==> config.mk <==
export PLATFORM = sky130hd
export DESIGN_NAME = flash_dma_engine
export DESIGN_NICKNAME = d
export VERILOG_FILES = /design/src/rtl/flash_dma_pkg.sv /design/src/rtl/flash_dma_regs.sv /design/src/rtl/flash_dma_in.sv /design/src/rtl/flash_dma_out.sv /design/src/rtl/flash_dma_engine.sv
export SDC_FILE = /design/constraint.sdc
export NUM_CORES = 1
export LEC_CHECK = 0
export ABC_CLOCK_PERIOD_IN_PS = 3700
export BUFFER_PORTS_ARGS = -buffer_cell sky130_fd_sc_hd__buf_2
export CAP_MARGIN = 40
export CORE_AREA = 2 2 152 154
export CTS_BUF_LIST = sky130_fd_sc_hd__clkbuf_8
export DETAILED_ROUTE_END_ITERATION = 8
export DIE_AREA = 0 0 154 156
export HOLD_SLACK_MARGIN = 0.05
export PLACE_DENSITY_LB_ADDON = 0.05
export SYNTH_ARGS = -nofsm -noshare
export SYNTH_HDL_FRONTEND = slang
export SYNTH_HIERARCHICAL = 1
export SYNTH_SLANG_ARGS = --single-unit
==> constraint.sdc <==
create_clock -name clk -period 3.7 [get_ports clk]
set_clock_uncertainty 0.2 [all_clocks]
set_input_delay 1.11 -clock clk [delete_from_list [all_inputs] [get_ports clk]]
set_output_delay 1.11 -clock clk [all_outputs]
set_load 0.01 [all_outputs]
==> src/rtl/flash_dma_pkg.sv <==
package flash_dma_pkg;
  localparam logic [7:0] OFF_CFG  = 8'h00;
  localparam logic [7:0] OFF_TRIG = 8'h18;
  localparam logic [7:0] OFF_ADDR = 8'h1C;
  localparam logic [7:0] OFF_PEND = 8'h20;
  localparam logic [7:0] OFF_LEN  = 8'h24;
  localparam logic [7:0] OFF_STAT = 8'h40;
  localparam int IE_BIT   = 20;
  localparam int LANE_LSB = 28;

  typedef enum logic {
    DIR_TO_MEM   = 1'b0,
    DIR_TO_FLASH = 1'b1
  } dma_dir_e;
endpackage

==> src/rtl/flash_dma_regs.sv <==
module flash_dma_regs
  import flash_dma_pkg::*;
#(
  parameter int ADDR_W = 32,
  parameter int LEN_W  = 12
) (
  input  logic              clk,
  input  logic              rst_n,
  input  logic              reg_wr,
  input  logic [7:0]        reg_addr,
  input  logic [31:0]       reg_wdata,
  output logic [31:0]       reg_rdata,
  input  logic              eng_busy,
  input  logic              rx_act,
  input  logic              tx_act,
  input  logic              done,
  input  logic              clamp_err,
  output logic              trig,
  output dma_dir_e          trig_dir,
  output logic [ADDR_W-1:0] base_addr,
  output logic [LEN_W-1:0]  len_req,
  output logic [1:0]        lanes,
  output logic              irq
);
  logic              ie_q;
  logic [ADDR_W-1:0] base_q;
  logic [LEN_W-1:0]  len_q;
  logic [1:0]        lanes_q;
  logic              pend_q;
  logic              err_q;
  logic              unused_wd;

  assign unused_wd = ^reg_wdata;

  wire wr_cfg  = reg_wr && (reg_addr == OFF_CFG);
  wire wr_addr = reg_wr && (reg_addr == OFF_ADDR);
  wire wr_len  = reg_wr && (reg_addr == OFF_LEN);
  wire wr_pend = reg_wr && (reg_addr == OFF_PEND);

  assign trig     = reg_wr && (reg_addr == OFF_TRIG) && !eng_busy;
  assign trig_dir = dma_dir_e'(reg_wdata[0]);

  always_ff @(posedge clk or negedge rst_n) begin
    if (!rst_n) begin
      ie_q    <= 1'b0;
      base_q  <= '0;
      len_q   <= '0;
      lanes_q <= 2'b00;
      pend_q  <= 1'b0;
      err_q   <= 1'b0;
    end else begin
      if (wr_cfg)  ie_q <= reg_wdata[IE_BIT];
      if (wr_addr) base_q <= reg_wdata[ADDR_W-1:0];
      if (wr_len) begin
        len_q   <= reg_wdata[LEN_W-1:0];
        lanes_q <= reg_wdata[LANE_LSB+1:LANE_LSB];
      end
      if (done)                         pend_q <= 1'b1;
      else if (wr_pend && reg_wdata[0]) pend_q <= 1'b0;
      if (clamp_err)                    err_q <= 1'b1;
      else if (wr_pend && reg_wdata[1]) err_q <= 1'b0;
    end
  end

  assign base_addr = base_q;
  assign len_req   = len_q;
  assign lanes     = lanes_q;
  assign irq       = pend_q && ie_q;

  always_comb begin
    reg_rdata = 32'h0;
    case (reg_addr)
      OFF_CFG:  reg_rdata[IE_BIT] = ie_q;
      OFF_ADDR: reg_rdata = 32'(base_q);
      OFF_LEN:  reg_rdata = 32'(len_q) | (32'(lanes_q) << LANE_LSB);
      OFF_PEND: reg_rdata = {30'h0, err_q, pend_q};
      OFF_STAT: reg_rdata = {28'h0, eng_busy, rx_act, tx_act, 1'b0};
      default:  reg_rdata = 32'h0;
    endcase
  end


  pend_set_chk: assert property (@(posedge clk) disable iff (!rst_n)
    done |=> pend_q);


  pend_clr_chk: assert property (@(posedge clk) disable iff (!rst_n)
    (wr_pend && reg_wdata[0] && !done) |=> !pend_q);


  err_keep_chk: assert property (@(posedge clk) disable iff (!rst_n)
    (err_q && !(wr_pend && reg_wdata[1])) |=> err_q);
endmodule

==> src/rtl/flash_dma_in.sv <==
module flash_dma_in #(
  parameter int ADDR_W = 32,
  parameter int LEN_W  = 12
) (
  input  logic              clk,
  input  logic              rst_n,
  input  logic              start,
  input  logic [ADDR_W-1:0] start_addr,
  input  logic [LEN_W-1:0]  start_len,
  input  logic              rx_valid,
  output logic              rx_ready,
  input  logic [7:0]        rx_data,
  output logic              req_valid,
  input  logic              req_ready,
  output logic [ADDR_W-1:0] req_addr,
  output logic [31:0]       req_wdata,
  output logic [3:0]        req_be,
  output logic              busy,
  output logic              done
);
  localparam int WORDS_W = ADDR_W - 2;
  localparam int LANES   = 4;

  logic [ADDR_W-1:0]  cur_q;
  logic [LEN_W-1:0]   left_q;
  logic [WORDS_W-1:0] word_q;
  logic [3:0]         be_q;
  logic               pend_q;
  logic               busy_q;
  logic               done_q;
  logic [31:0]        wbuf;

  assign rx_ready = busy_q && !pend_q && (left_q != '0);

  wire take   = rx_valid && rx_ready;
  wire last_b = (cur_q[1:0] == 2'd3) || (left_q == LEN_W'(1));
  wire drain  = pend_q && req_ready;

  always_ff @(posedge clk or negedge rst_n) begin
    if (!rst_n) begin
      cur_q  <= '0;
      left_q <= '0;
      word_q <= '0;
      be_q   <= 4'h0;
      pend_q <= 1'b0;
      busy_q <= 1'b0;
      done_q <= 1'b0;
    end else begin
      done_q <= 1'b0;
      if (start) begin
        busy_q <= 1'b1;
        cur_q  <= start_addr;
        left_q <= start_len;
        pend_q <= 1'b0;
        be_q   <= 4'h0;
      end else begin
        if (take) begin
          cur_q  <= cur_q + 1'b1;
          left_q <= left_q - 1'b1;
          word_q <= cur_q[ADDR_W-1:2];
          be_q[cur_q[1:0]] <= 1'b1;
          if (last_b) pend_q <= 1'b1;
        end
        if (drain) begin
          pend_q <= 1'b0;
          be_q   <= 4'h0;
          if (left_q == '0) begin
            busy_q <= 1'b0;
            done_q <= 1'b1;
          end
        end
      end
    end
  end

  for (genvar g = 0; g < LANES; g++) begin : g_lane
    logic [7:0] byte_q;
    always_ff @(posedge clk or negedge rst_n) begin
      if (!rst_n)                                byte_q <= 8'h00;
      else if (start || drain)                   byte_q <= 8'h00;
      else if (take && (cur_q[1:0] == 2'(g)))    byte_q <= rx_data;
    end
    assign wbuf[8*g +: 8] = byte_q;
  end

  assign req_valid = pend_q;
  assign req_addr  = {word_q, 2'b00};
  assign req_wdata = wbuf;
  assign req_be    = be_q;
  assign busy      = busy_q;
  assign done      = done_q;


  wr_hold_chk: assert property (@(posedge clk) disable iff (!rst_n)
    (req_valid && !req_ready) |=> (req_valid && $stable(req_addr)
                                   && $stable(req_wdata) && $stable(req_be)));


  wr_be_chk: assert property (@(posedge clk) disable iff (!rst_n)
    req_valid |-> (req_be != 4'h0));


  rx_block_chk: assert property (@(posedge clk) disable iff (!rst_n)
    req_valid |-> !rx_ready);
endmodule

==> src/rtl/flash_dma_out.sv <==
module flash_dma_out #(
  parameter int ADDR_W = 32,
  parameter int LEN_W  = 12
) (
  input  logic              clk,
  input  logic              rst_n,
  input  logic              start,
  input  logic [ADDR_W-1:0] start_addr,
  input  logic [LEN_W-1:0]  start_len,
  output logic              tx_valid,
  input  logic              tx_ready,
  output logic [7:0]        tx_data,
  output logic              req_valid,
  input  logic              req_ready,
  output logic [ADDR_W-1:0] req_addr,
  input  logic              rsp_valid,
  input  logic [31:0]       rsp_data,
  output logic              busy,
  output logic              done
);
  logic [ADDR_W-1:0] cur_q;
  logic [LEN_W-1:0]  left_q;
  logic [31:0]       word_q;
  logic              rd_q;
  logic              wait_q;
  logic              have_q;
  logic              busy_q;
  logic              done_q;

  wire give = have_q && tx_ready;

  always_ff @(posedge clk or negedge rst_n) begin
    if (!rst_n) begin
      cur_q  <= '0;
      left_q <= '0;
      word_q <= 32'h0;
      rd_q   <= 1'b0;
      wait_q <= 1'b0;
      have_q <= 1'b0;
      busy_q <= 1'b0;
      done_q <= 1'b0;
    end else begin
      done_q <= 1'b0;
      if (start) begin
        busy_q <= 1'b1;
        cur_q  <= start_addr;
        left_q <= start_len;
        rd_q   <= 1'b1;
        wait_q <= 1'b0;
        have_q <= 1'b0;
      end else begin
        if (rd_q && req_ready) begin
          rd_q   <= 1'b0;
          wait_q <= 1'b1;
        end
        if (wait_q && rsp_valid) begin
          word_q <= rsp_data;
          have_q <= 1'b1;
          wait_q <= 1'b0;
        end
        if (give) begin
          cur_q  <= cur_q + 1'b1;
          left_q <= left_q - 1'b1;
          if (left_q == LEN_W'(1)) begin
            have_q <= 1'b0;
            busy_q <= 1'b0;
            done_q <= 1'b1;
          end else if (cur_q[1:0] == 2'd3) begin
            have_q <= 1'b0;
            rd_q   <= 1'b1;
          end
        end
      end
    end
  end

  assign tx_valid  = have_q;
  assign tx_data   = word_q[{cur_q[1:0], 3'b000} +: 8];
  assign req_valid = rd_q;
  assign req_addr  = {cur_q[ADDR_W-1:2], 2'b00};
  assign busy      = busy_q;
  assign done      = done_q;


  tx_hold_chk: assert property (@(posedge clk) disable iff (!rst_n)
    (tx_valid && !tx_ready) |=> (tx_valid && $stable(tx_data)));


  rd_hold_chk: assert property (@(posedge clk) disable iff (!rst_n)
    (req_valid && !req_ready) |=> (req_valid && $stable(req_addr)));


  one_rd_chk: assert property (@(posedge clk) disable iff (!rst_n)
    $onehot0({rd_q, wait_q, have_q}));
endmodule

==> src/rtl/flash_dma_engine.sv <==
module flash_dma_engine
  import flash_dma_pkg::*;
#(
  parameter int ADDR_W  = 32,
  parameter int LEN_W   = 12,
  parameter int MAX_IN  = 2080,
  parameter int MAX_OUT = 520
) (
  input  logic              clk,
  input  logic              rst_n,
  input  logic              reg_wr,
  input  logic [7:0]        reg_addr,
  input  logic [31:0]       reg_wdata,
  output logic [31:0]       reg_rdata,
  output logic              irq,
  output logic [1:0]        fl_lanes,
  input  logic              fl_rx_valid,
  output logic              fl_rx_ready,
  input  logic [7:0]        fl_rx_data,
  output logic              fl_tx_valid,
  input  logic              fl_tx_ready,
  output logic [7:0]        fl_tx_data,
  output logic              mem_req_valid,
  input  logic              mem_req_ready,
  output logic              mem_req_write,
  output logic [ADDR_W-1:0] mem_req_addr,
  output logic [31:0]       mem_req_wdata,
  output logic [3:0]        mem_req_be,
  input  logic              mem_rsp_valid,
  input  logic [31:0]       mem_rsp_data
);
  localparam logic [LEN_W-1:0] LIM_IN  = LEN_W'(MAX_IN);
  localparam logic [LEN_W-1:0] LIM_OUT = LEN_W'(MAX_OUT);

  logic              trig;
  dma_dir_e          trig_dir;
  logic [ADDR_W-1:0] base_addr;
  logic [LEN_W-1:0]  len_req;
  logic              in_busy, out_busy, in_done, out_done;
  logic              in_req_v, out_req_v;
  logic [ADDR_W-1:0] in_req_a, out_req_a;
  logic [31:0]       in_req_d;
  logic [3:0]        in_req_be;

  wire              eng_busy  = in_busy || out_busy;
  wire [LEN_W-1:0]  limit     = (trig_dir == DIR_TO_FLASH) ? LIM_OUT : LIM_IN;
  wire              over      = len_req > limit;
  wire [LEN_W-1:0]  eff_len   = over ? limit : len_req;
  wire              zero_len  = trig && (len_req == '0);
  wire              clamp_err = trig && over;
  wire              go_in     = trig && !zero_len && (trig_dir == DIR_TO_MEM);
  wire              go_out    = trig && !zero_len && (trig_dir == DIR_TO_FLASH);
  wire              done      = in_done || out_done || zero_len;

  flash_dma_regs #(.ADDR_W(ADDR_W), .LEN_W(LEN_W)) u_regs (
    .clk       (clk),
    .rst_n     (rst_n),
    .reg_wr    (reg_wr),
    .reg_addr  (reg_addr),
    .reg_wdata (reg_wdata),
    .reg_rdata (reg_rdata),
    .eng_busy  (eng_busy),
    .rx_act    (in_busy),
    .tx_act    (out_busy),
    .done      (done),
    .clamp_err (clamp_err),
    .trig      (trig),
    .trig_dir  (trig_dir),
    .base_addr (base_addr),
    .len_req   (len_req),
    .lanes     (fl_lanes),
    .irq       (irq)
  );

  flash_dma_in #(.ADDR_W(ADDR_W), .LEN_W(LEN_W)) u_in (
    .clk        (clk),
    .rst_n      (rst_n),
    .start      (go_in),
    .start_addr (base_addr),
    .start_len  (eff_len),
    .rx_valid   (fl_rx_valid),
    .rx_ready   (fl_rx_ready),
    .rx_data    (fl_rx_data),
    .req_valid  (in_req_v),
    .req_ready  (mem_req_ready),
    .req_addr   (in_req_a),
    .req_wdata  (in_req_d),
    .req_be     (in_req_be),
    .busy       (in_busy),
    .done       (in_done)
  );

  flash_dma_out #(.ADDR_W(ADDR_W), .LEN_W(LEN_W)) u_out (
    .clk        (clk),
    .rst_n      (rst_n),
    .start      (go_out),
    .start_addr (base_addr),
    .start_len  (eff_len),
    .tx_valid   (fl_tx_valid),
    .tx_ready   (fl_tx_ready),
    .tx_data    (fl_tx_data),
    .req_valid  (out_req_v),
    .req_ready  (mem_req_ready),
    .req_addr   (out_req_a),
    .rsp_valid  (mem_rsp_valid),
    .rsp_data   (mem_rsp_data),
    .busy       (out_busy),
    .done       (out_done)
  );

  assign mem_req_valid = in_req_v || out_req_v;
  assign mem_req_write = in_req_v;
  assign mem_req_addr  = in_req_v ? in_req_a  : out_req_a;
  assign mem_req_wdata = in_req_v ? in_req_d  : 32'h0;
  assign mem_req_be    = in_req_v ? in_req_be : 4'hF;

  // Checker state: bytes moved in the current burst.
  logic [LEN_W-1:0] seen_q;
  always_ff @(posedge clk or negedge rst_n) begin
    if (!rst_n)                                   seen_q <= '0;
    else if (go_in || go_out)                     seen_q <= '0;
    else if ((fl_rx_valid && fl_rx_ready) || (fl_tx_valid && fl_tx_ready))
                                                  seen_q <= seen_q + 1'b1;
  end


  cap_in_chk: assert property (@(posedge clk) disable iff (!rst_n)
    seen_q <= LIM_IN);


  cap_out_chk: assert property (@(posedge clk) disable iff (!rst_n)
    out_busy |-> (seen_q <= LIM_OUT));


  busy_excl_chk: assert property (@(posedge clk) disable iff (!rst_n)
    $onehot0({in_busy, out_busy}));


  zero_nomem_chk: assert property (@(posedge clk) disable iff (!rst_n)
    zero_len |=> !mem_req_valid);
endmodule

* After elaboration in Yosys (flattened, before gate mapping)
Cells that the tools add are included.
** Operators by class
- Add/subtract/negate cells :: 4
- Shifts and indexed selects :: 1
- Reduce and logical (&&, ||, !) cells :: 59
- Magnitude comparators :: 3
- Eq/ne operators :: 11
- Multiplexer cells :: 62
- Bitwise logic cells :: 5
** Operators with widths (count)
- $mux W32 :: 6
- $pmux W20 S4 :: 1
- $mux W12 :: 6
- $add A32 B1 Y32 const B :: 2
- $mux W8 :: 8
- $mux W1 :: 34
- $shiftx A32 B6 Y8 :: 1
- $or A12 B30 Y30 :: 1
- $logic_and A1 B1 Y1 :: 26
- $eq A12 B1 Y1 const B :: 2
- $logic_not A12 Y1 :: 2
- $sub A12 B1 Y12 const B :: 2
- $pmux W11 S2 :: 1
- $reduce_bool A2 Y1 :: 11
- $eq A8 B5 Y1 const B :: 2
- $eq A8 B6 Y1 const B :: 2
- $mux W4 :: 4
- $gt A12 B12 Y1 :: 1
- $reduce_bool A12 Y1 :: 1
- $reduce_and A2 Y1 :: 5
- $reduce_bool A3 Y1 :: 3
- $eq A8 B7 Y1 const B :: 1
- $logic_not A8 Y1 :: 1
- $eq A2 B2 Y1 const B :: 3
- 10 further kinds :: 19
** Storage, ports and cells
- Register bits :: 243
- Input port bits :: 87
- Logic and storage cells :: 170
- Output and inout port bits :: 115

* Depth between registers and ports, before layout
Gate-level depths: netlist of run 1.
- Depth after elaboration :: 9
- Gate-level depth with buffers :: 10

* By module
Netlist of run 1, hierarchy kept.
** By module, submodules not included
- flash_dma_in :: area each 5322.6 sq um, times used 1, cells each 514
- flash_dma_out :: area each 4396.7 sq um, times used 1, cells each 430
- flash_dma_regs :: area each 2337.2 sq um, times used 1, cells each 167
- flash_dma_engine :: area each 979.7 sq um, times used 1, cells each 126

* Worst setup path after synthesis of run 1
OpenSTA, ideal clock, no wires.
- Path type :: input-to-reg
- Start point :: input reg_addr[1]
- End point :: register u_in.be_q[0] (netlist: u_in/req_be[0])
- Data required time :: 3368 ps
- Stages on the path :: 9
- Path buffers :: 4
- Path slack :: 77 ps
- Arrival :: 3291 ps
- Setup time :: 132 ps
- Cells stage by stage :: nor4_4 > clkbuf_1 > and3_1 > and3_1 > clkbuf_1 > a21o_1 > buf_1 > clkbuf_1 > nor2_1
** Between the ends
- Longest elaborated chain between the ends :: 8
- Elaborated cells between the ends (all ways) :: 9
- Classes of those cells :: eq/ne (1); mux (1); reduce/logical (7)
** RTL lines
- start, declared :: RTL line flash_dma_engine.sv:12 : input logic [7:0] reg_addr,
- $eq A8 B5 Y1 * :: RTL line flash_dma_regs.sv:40 : assign trig = reg_wr && (reg_addr == OFF_TRIG) && !eng_busy;
- $logic_and A1 B1 Y1 * (2 in series) :: RTL line flash_dma_regs.sv:40
- named net trig :: RTL line flash_dma_engine.sv:35 : logic trig;
- $logic_and A1 B1 Y1 :: RTL line flash_dma_engine.sv:49 : wire zero_len = trig && (len_req == '0);
- $logic_not A1 Y1 :: RTL line flash_dma_engine.sv:51 : wire go_in = trig && !zero_len && (trig_dir == DIR_TO_MEM);
- $logic_and A1 B1 Y1 * (2 in series) :: RTL line flash_dma_engine.sv:51
- named net go_in :: RTL line flash_dma_engine.sv:51
- $reduce_bool A3 Y1 (no source line) or $mux W4 (tied branches)
- end signal, assigned :: RTL line flash_dma_in.sv:55 : be_q <= 4'h0;
- end signal, assigned by index :: RTL line flash_dma_in.sv:61 : be_q[cur_q[1:0]] <= 1'b1;
- end signal, assigned :: RTL line flash_dma_in.sv:66 : be_q <= 4'h0;
- end, declared :: RTL line flash_dma_in.sv:27 : logic [3:0] be_q;
Mark *: on every way through the listed nets, which the timed path passes. The rest lies on a longest branch.
A chain may end at the register's enable or synchronous reset.

* Worst setup path after layout of run 1
- Start point :: input reg_addr[1]
- End point :: output reg_rdata[8]
** Between the ends
- Longest elaborated chain between the ends :: 2
- Elaborated cells between the ends (all ways) :: 5
- Classes of those cells :: eq/ne (4); mux (1)
** RTL lines
- $eq A8 B7 Y1 (tied with other cells) :: RTL line flash_dma_regs.sv:72 : case (reg_addr)
- $pmux W20 S4 * :: RTL line flash_dma_regs.sv:72
- end, declared :: RTL line flash_dma_engine.sv:14 : output logic [31:0] reg_rdata,
Every way passes the cells marked *; elsewhere a longest branch is shown, timed or not.

==> results of run 1 <==
## final cells by class
class / instances / area, um^2
Tap cell: 285 / 357
Multi-Input combinational cell: 869 / 6270
Fill cell: 1824 / 7360
Clock buffer: 55 / 757
Timing Repair Buffer: 231 / 1350
Clock inverter: 21 / 135
Sequential cell: 243 / 6080
Inverter: 16 / 60.1
## worst min path at each step
stage	slack, ns	endpoint	depth (start not counted)
final	0.23	u_out/cur_q[18]	1
after global routing	0.23	u_out/cur_q[18]	1
after CTS	0.23	u_out/cur_q[18]	1
after detailed placement	0.27	u_in/word_q[28]	1
after global placement	0.27	u_in/word_q[28]	1
after floorplan	0.25	u_regs/err_q	1
## power by group
group	leakage, nW	switching, mW	internal (mW)
Clock	0.521	1.06	1.46
Combinational	3.54	0.166	0.133
Sequential	3.36	0.0762	2.70
## metrics by stage
step	hold slack (ns)	utilization, %	cells	instance area [um^2]
global route	0.234	67.1	1720	15000
floorplan	0.249	-	1239	13000
CTS	0.234	67.1	1720	15000
global placement	0.265	63.0	1643	14100
finish	0.234	67.1	1720	15000
detailed placement	0.269	63.1	1644	14100
## cells by family (layout without fill, tap and decap cells)
group,after synthesis,count (layout),synth area share [%]
DFF,243,243,46.6
other,2,4,0.0576
adders and majority gates,14,14,1.34
muxes,163,163,15.0
and+or+nand+nor,450,450,19.1
buffers and inverters,127,323,5.35
AOI/OAI and AO/OA,178,178,8.43
xor gates and xnor gates,60,60,4.03
## layer usage
metal,track usage [%],vias up,share of wire (%)
met5,0,-,0
met4,6.14,0,1.6
met3,6.25,46,8.0
met2,40.1,394,43
met1,42.0,4979,48
li1,-,4763,-
## state kept, by name, indices dropped and copies added, names as in the netlist
signal              count
u_out/req_valid         1
u_in/busy               1
u_in/cur_q             32
u_out/tx_valid          1
u_in/left_q            12
u_in/req_be             4
u_out/busy              1
u_regs/pend_q           1
u_in/done               1
u_out/word_q           32
u_in/g_lane.byte_q     32
u_out/wait_q            1
u_regs/ie_q             1
u_regs/lanes            2
u_regs/err_q            1
u_in/req_valid          1
u_out/left_q           12
u_regs/base_addr       32
u_out/cur_q            32
u_out/done              1
u_in/word_q            30
u_regs/len_req         12
## layout by cell type (no fill, tap or decap), drive strengths merged, types with 36 or more instances in the layout
master,instances
a21oi,40
and2,43
and3,36
buf,231
clkbuf,55
dfrtp,243
mux2,151
nand2,128
nand3,62
o21ai,63
xnor2,37
## cell usage after synthesis, drive strengths merged, types with 7 or more instances
| library cell | number | area (um^2) |
|---|---|---|
| mux2 | 151 | 1740 |
| nor2 | 35 | 131 |
| a22o | 10 | 87.6 |
| clkbuf | 37 | 139 |
| nand4 | 28 | 190 |
| xor2 | 23 | 201 |
| and3 | 36 | 226 |
| and4 | 12 | 105 |
| or2 | 7 | 43.8 |
| o21ai | 63 | 315 |
| nand3 | 62 | 323 |
| o31ai | 12 | 90.1 |
| o211ai | 12 | 90.1 |
| nor4 | 24 | 180 |
| mux4 | 8 | 180 |
| inv | 16 | 60.1 |
| or3 | 10 | 67.6 |
| and2 | 43 | 270 |
| a21oi | 40 | 200 |
| dfrtp | 243 | 6080 |
| buf | 74 | 498 |
| ha | 14 | 175 |
| nand2 | 128 | 480 |
| nor3 | 17 | 90.1 |
| or4 | 19 | 154 |
| a31oi | 17 | 106 |
| xnor2 | 37 | 324 |
## worst max-delay path: stages
cell and delay, ns:
buf_2 0.12, nor4_4 0.33, and3_2 0.38, a22o_1 0.18
buf_2 0.13
==> out/metrics.yaml, run 1 <==
final_layout:
  area_delta_synth_final_pct: 15.1
  n_antenna_cell: 0
  final_layout_size_suffix_gt1_share_pct: 32.7
  final_nets: 1504
sta:
  fin_setup_tns_ns: 0
  finalSetupViolations: 0
  finalCritPeriodShare_pct: 96.4
  rsz0062_at_grt: "false"
  relSlewSlack_pct: 51.8
  setup_ws_ns: 0.134
  finalCriticalPeriod_ns: 3.57
  clock.fmax_mhz: 280
  report.final.slew_viol_count: 0
  finalHoldViolCount: 0
  tightestPinTransition_ns: 0.717
cts:
  clock_latency_ns: 0.54
  cts_resized: 0
  cts_tree: "done"
  cts_hold_repair.buffers: 0
  post_cts_buffers: 0
  cts_buffers: 42
  cts_sinks: 243
  clockRootBuffer: "clkbuf_8"
  clk_path_buf_depth: 3
  cts.clk_slew.worst_paths_ns: 0.06
  htree_levels: 2
detailed_routing:
  num_vias: 10200
  drt-vias-per-instance: 5.92
  routedWlPerCell_um: 19.1
  ant_nets: 0
  drc: 0
  dr.pass1.iters: 5
  drt-initial-drc-count: 741
  finalWirelength_um: 32900
floorplanning:
  ioPinCount: 202
  initial_utilization_pct: 58.3
  dieArea_um2: 24000
  die_height_um: 156
  coreArea_um2: 22400
  fp.dieW_um: 154
  num_rows: 55
critical_path:
  crit_required_ns: 2.39
  startpoint: "reg_addr[1]"
  reg2reg_to: "u_out/cur_q[20]"
  end_kind: "primary output"
  r2r.worst_path.cells: 5
  cp_max_fo: 12
  cp.arrival_ns: 2.26
  endpoint: "reg_rdata[8]"
  worstSetupPathType: "input pin to primary output"
  r2r-start: "u_out/cur_q[0]"
  startpoint_type: "input pin"
  r2r_setup_slack_ns: 0.85
yosys:
  netlist-cell-type-count: 67
  synth-main-ff-cell: "dfrtp_1"
  syn_avg_cell_area_um2: 10.5
  synthesis.area_um2: 13000
  async_flop_share_pct: 100
  synth_edf_count: 0
  ys_seq_area_share_pct: 46.6
  ys_seq_elements: 243
  ys_warn_count: 6
  synth_cells: 1237
placement:
  hpwl_um: 23500
  io_buffers: 199
  place_congestion: 0.846
  pre_cts_ws_ns: 0.146
global_routing:
  grt_pass1_vias: 9761
  grt_max_degree: 77
  grt_antenna_before_repair: 0
  gr-total-overflow: 0
  grt_first_pass_wirelength_um: 52500
  grt_use_total_pct: 27.5
power:
  total_power_mw: 5.61
  power_leakage_nw: 7.42
  p_per_area_nw_per_um2: 374
  ir_drop_mv: 0.291
run:
  cap_violations: 0
worst_hold_path:
  hp-class: "input pin to async pin"
status:
  status: "completed"
Power figures use the tool's default switching activity.
==> run 2, diff against run 1 <==
- CORE_AREA: 2 2 152 154 -> 2 2 212 214
- DIE_AREA: 0 0 154 156 -> 0 0 214 216
- SETUP_SLACK_MARGIN: unset -> 0.5
==> run 2 against run 1 <==
  * Fmax increased by 1.9%
  * Final cell count up 20%
  * Combinational power is 16% higher
  * Count of clock-buffer cells in the layout is the same
  * Design area rose by 5.6%
  * Sequential power hardly changed
  * Non-clock buffer count up 29
  * Register-to-register slack better by 0.12 ns
  * Sequential share of layout area fell by 2.1 points
  * Critical path type unchanged
  * Largest power group unchanged
==> out/metrics.yaml, run 2 (synthesis gave the netlist of run 1 again) <==
sta:
  rsz0062_at_grt: "true"
  fin_setup_tns_ns: 0
  finalCritPeriodShare_pct: 94.6
  setup_ws_ns: 0.200
  finalCriticalPeriod_ns: 3.50
  finalSetupViolations: 0
  report.final.slew_viol_count: 0
  tightestPinTransition_ns: 0.711
  timing.hold.ws_ns: 0.260
  relSlewSlack_pct: 52.2
  finalHoldViolCount: 0
  clock.fmax_mhz: 286
detailed_routing:
  drc: 0
  finalWirelength_um: 42700
  drt-initial-drc-count: 608
  routedWlPerCell_um: 20.6
  dr.pass1.iters: 5
  num_vias: 10300
  drt-vias-per-instance: 4.97
  ant_nets: 0
final_layout:
  final_layout_size_suffix_gt1_share_pct: 35.4
  final_nets: 1541
  multi_input_area_um2: 6380
  final_cells: 2066
  mostFrequentLayoutCells: "dfrtp_1 (241), buf_2 (187), mux2_2 (137)"
  seq_area_um2: 6090
  final_util_pct: 36.1
  final_common_cell: "dfrtp_1"
  fin_area_um2: 15800
  area_delta_synth_final_pct: 21.6
  fill_cells: 4500
critical_path:
  r2r_setup_slack_ns: 0.97
  startpoint: "reg_addr[0]"
  reg2reg_to: "u_in/g_lane[1].byte_q[2]"
  endpoint: "reg_rdata[22]"
  r2r-start: "u_out/busy"
  end_kind: "primary output"
  startpoint_type: "input pin"
  cp_max_fo: 11
  worstSetupPathType: "input pin to primary output"
  cp.arrival_ns: 2.19
  r2r.worst_path.cells: 8
  crit_required_ns: 2.39
cts:
  cts_tree: "done"
  cts_sinks: 243
  cts_buffers: 48
  clockRootBuffer: "clkbuf_8"
  htree_levels: 2
  clock_latency_ns: 0.61
  cts.clk_slew.worst_paths_ns: 0.06
  clk_path_buf_depth: 3
power:
  power_leakage_nw: 7.59
  p_per_area_nw_per_um2: 358
  total_power_mw: 5.67
  ir_drop_mv: 0.206
floorplanning:
  num_rows: 77
  coreArea_um2: 43800
  ioPinCount: 202
  dieArea_um2: 46200
  fp.dieW_um: 214
  die_height_um: 216
  initial_utilization_pct: 29.7
run:
  cap_violations: 0
placement:
  dp.cells: 1962
  io_buffers: 199
  placement.cell_area_um2: 14600
  hpwl_um: 30400
  pre_cts_ws_ns: 0.159
  place_congestion: 0.755
global_routing:
  grt_first_pass_wirelength_um: 65700
  grt_max_degree: 72
  grt_antenna_before_repair: 3
  grt_use_total_pct: 18.4
  grt_pass1_vias: 10600
  gr-total-overflow: 0
worst_hold_path:
  hp-class: "input pin to async pin"
status:
  status: "completed"
==> run 2: cell types whose count changed in the layout (fill, tap and decap cells not counted), sizes merged, moves of 2 or more <==
| cell | delta |
|---|---|
| clkinv | +3 |
| diode | +3 |
| clkinvlp | +2 |
| inv | +2 |
| buf | +29 |
| bufinv | -2 |
==> run 2: per-layer routing <==
layer / wire length [um] / part of all wire, % / up-vias / global-route usage (%)
li1: - / - / 4839 / -
met1: 21400 / 50 / 5095 / 27.4
met2: 18000 / 42 / 265 / 26.7
met3: 2210 / 5.2 / 56 / 3.44
met4: 983 / 2.3 / 4 / 6.04
met5: 18 / 0.042 / - / 0
==> run 2: cell type report <==
| class | count | area share (%) |
|---|---|---|
| tap | 592 | 4.67 |
| timing repair buffer | 260 | 10.7 |
| multi-input combinational | 871 | 40.3 |
| inverter | 16 | 0.379 |
| clock buffer | 55 | 4.78 |
| clock inverter | 26 | 0.711 |
| antenna | 3 | 0.0474 |
| sequential | 243 | 38.4 |
==> run 2: timing repair <==
item / 4_1_cts / 5_1_grt
setup endpoints to repair: 109 / 53
setup buffers: 14 / 3
cloned: 3 / 0
gates resized for setup: 27 / 21
hold buffers: 0 / 0
pin swaps: 15 / 5
==> run 2: worst min path at each step <==
| stage | end | slack (ns) |
|---|---|---|
| 2_1_floorplan | u_regs/err_q | 0.25 |
| 6_report | u_in/word_q[18] | 0.26 |
| 3_3_place_gp | u_in/word_q[24] | 0.26 |
| 3_5_place_dp | u_in/word_q[24] | 0.28 |
| 5_1_grt | u_in/word_q[18] | 0.29 |
| 4_1_cts | u_out/cur_q[24] | 0.26 |
==> run 2: worst max-delay path, cell delays in order <==
cell    delay (ns)
buf_8         0.10
nor4_4        0.29
buf_6         0.17
buf_4         0.12
buf_12        0.12
and3_1        0.16
buf_2         0.13
==> run 2: power by group <==
group | total, mW | internal [mW] | switching, mW
Clock | 2.55 | 1.34 | 1.21
Sequential | 2.77 | 2.70 | 0.0705
Combinational | 0.348 | 0.153 | 0.195
Total | 5.67 | 4.19 | 1.48
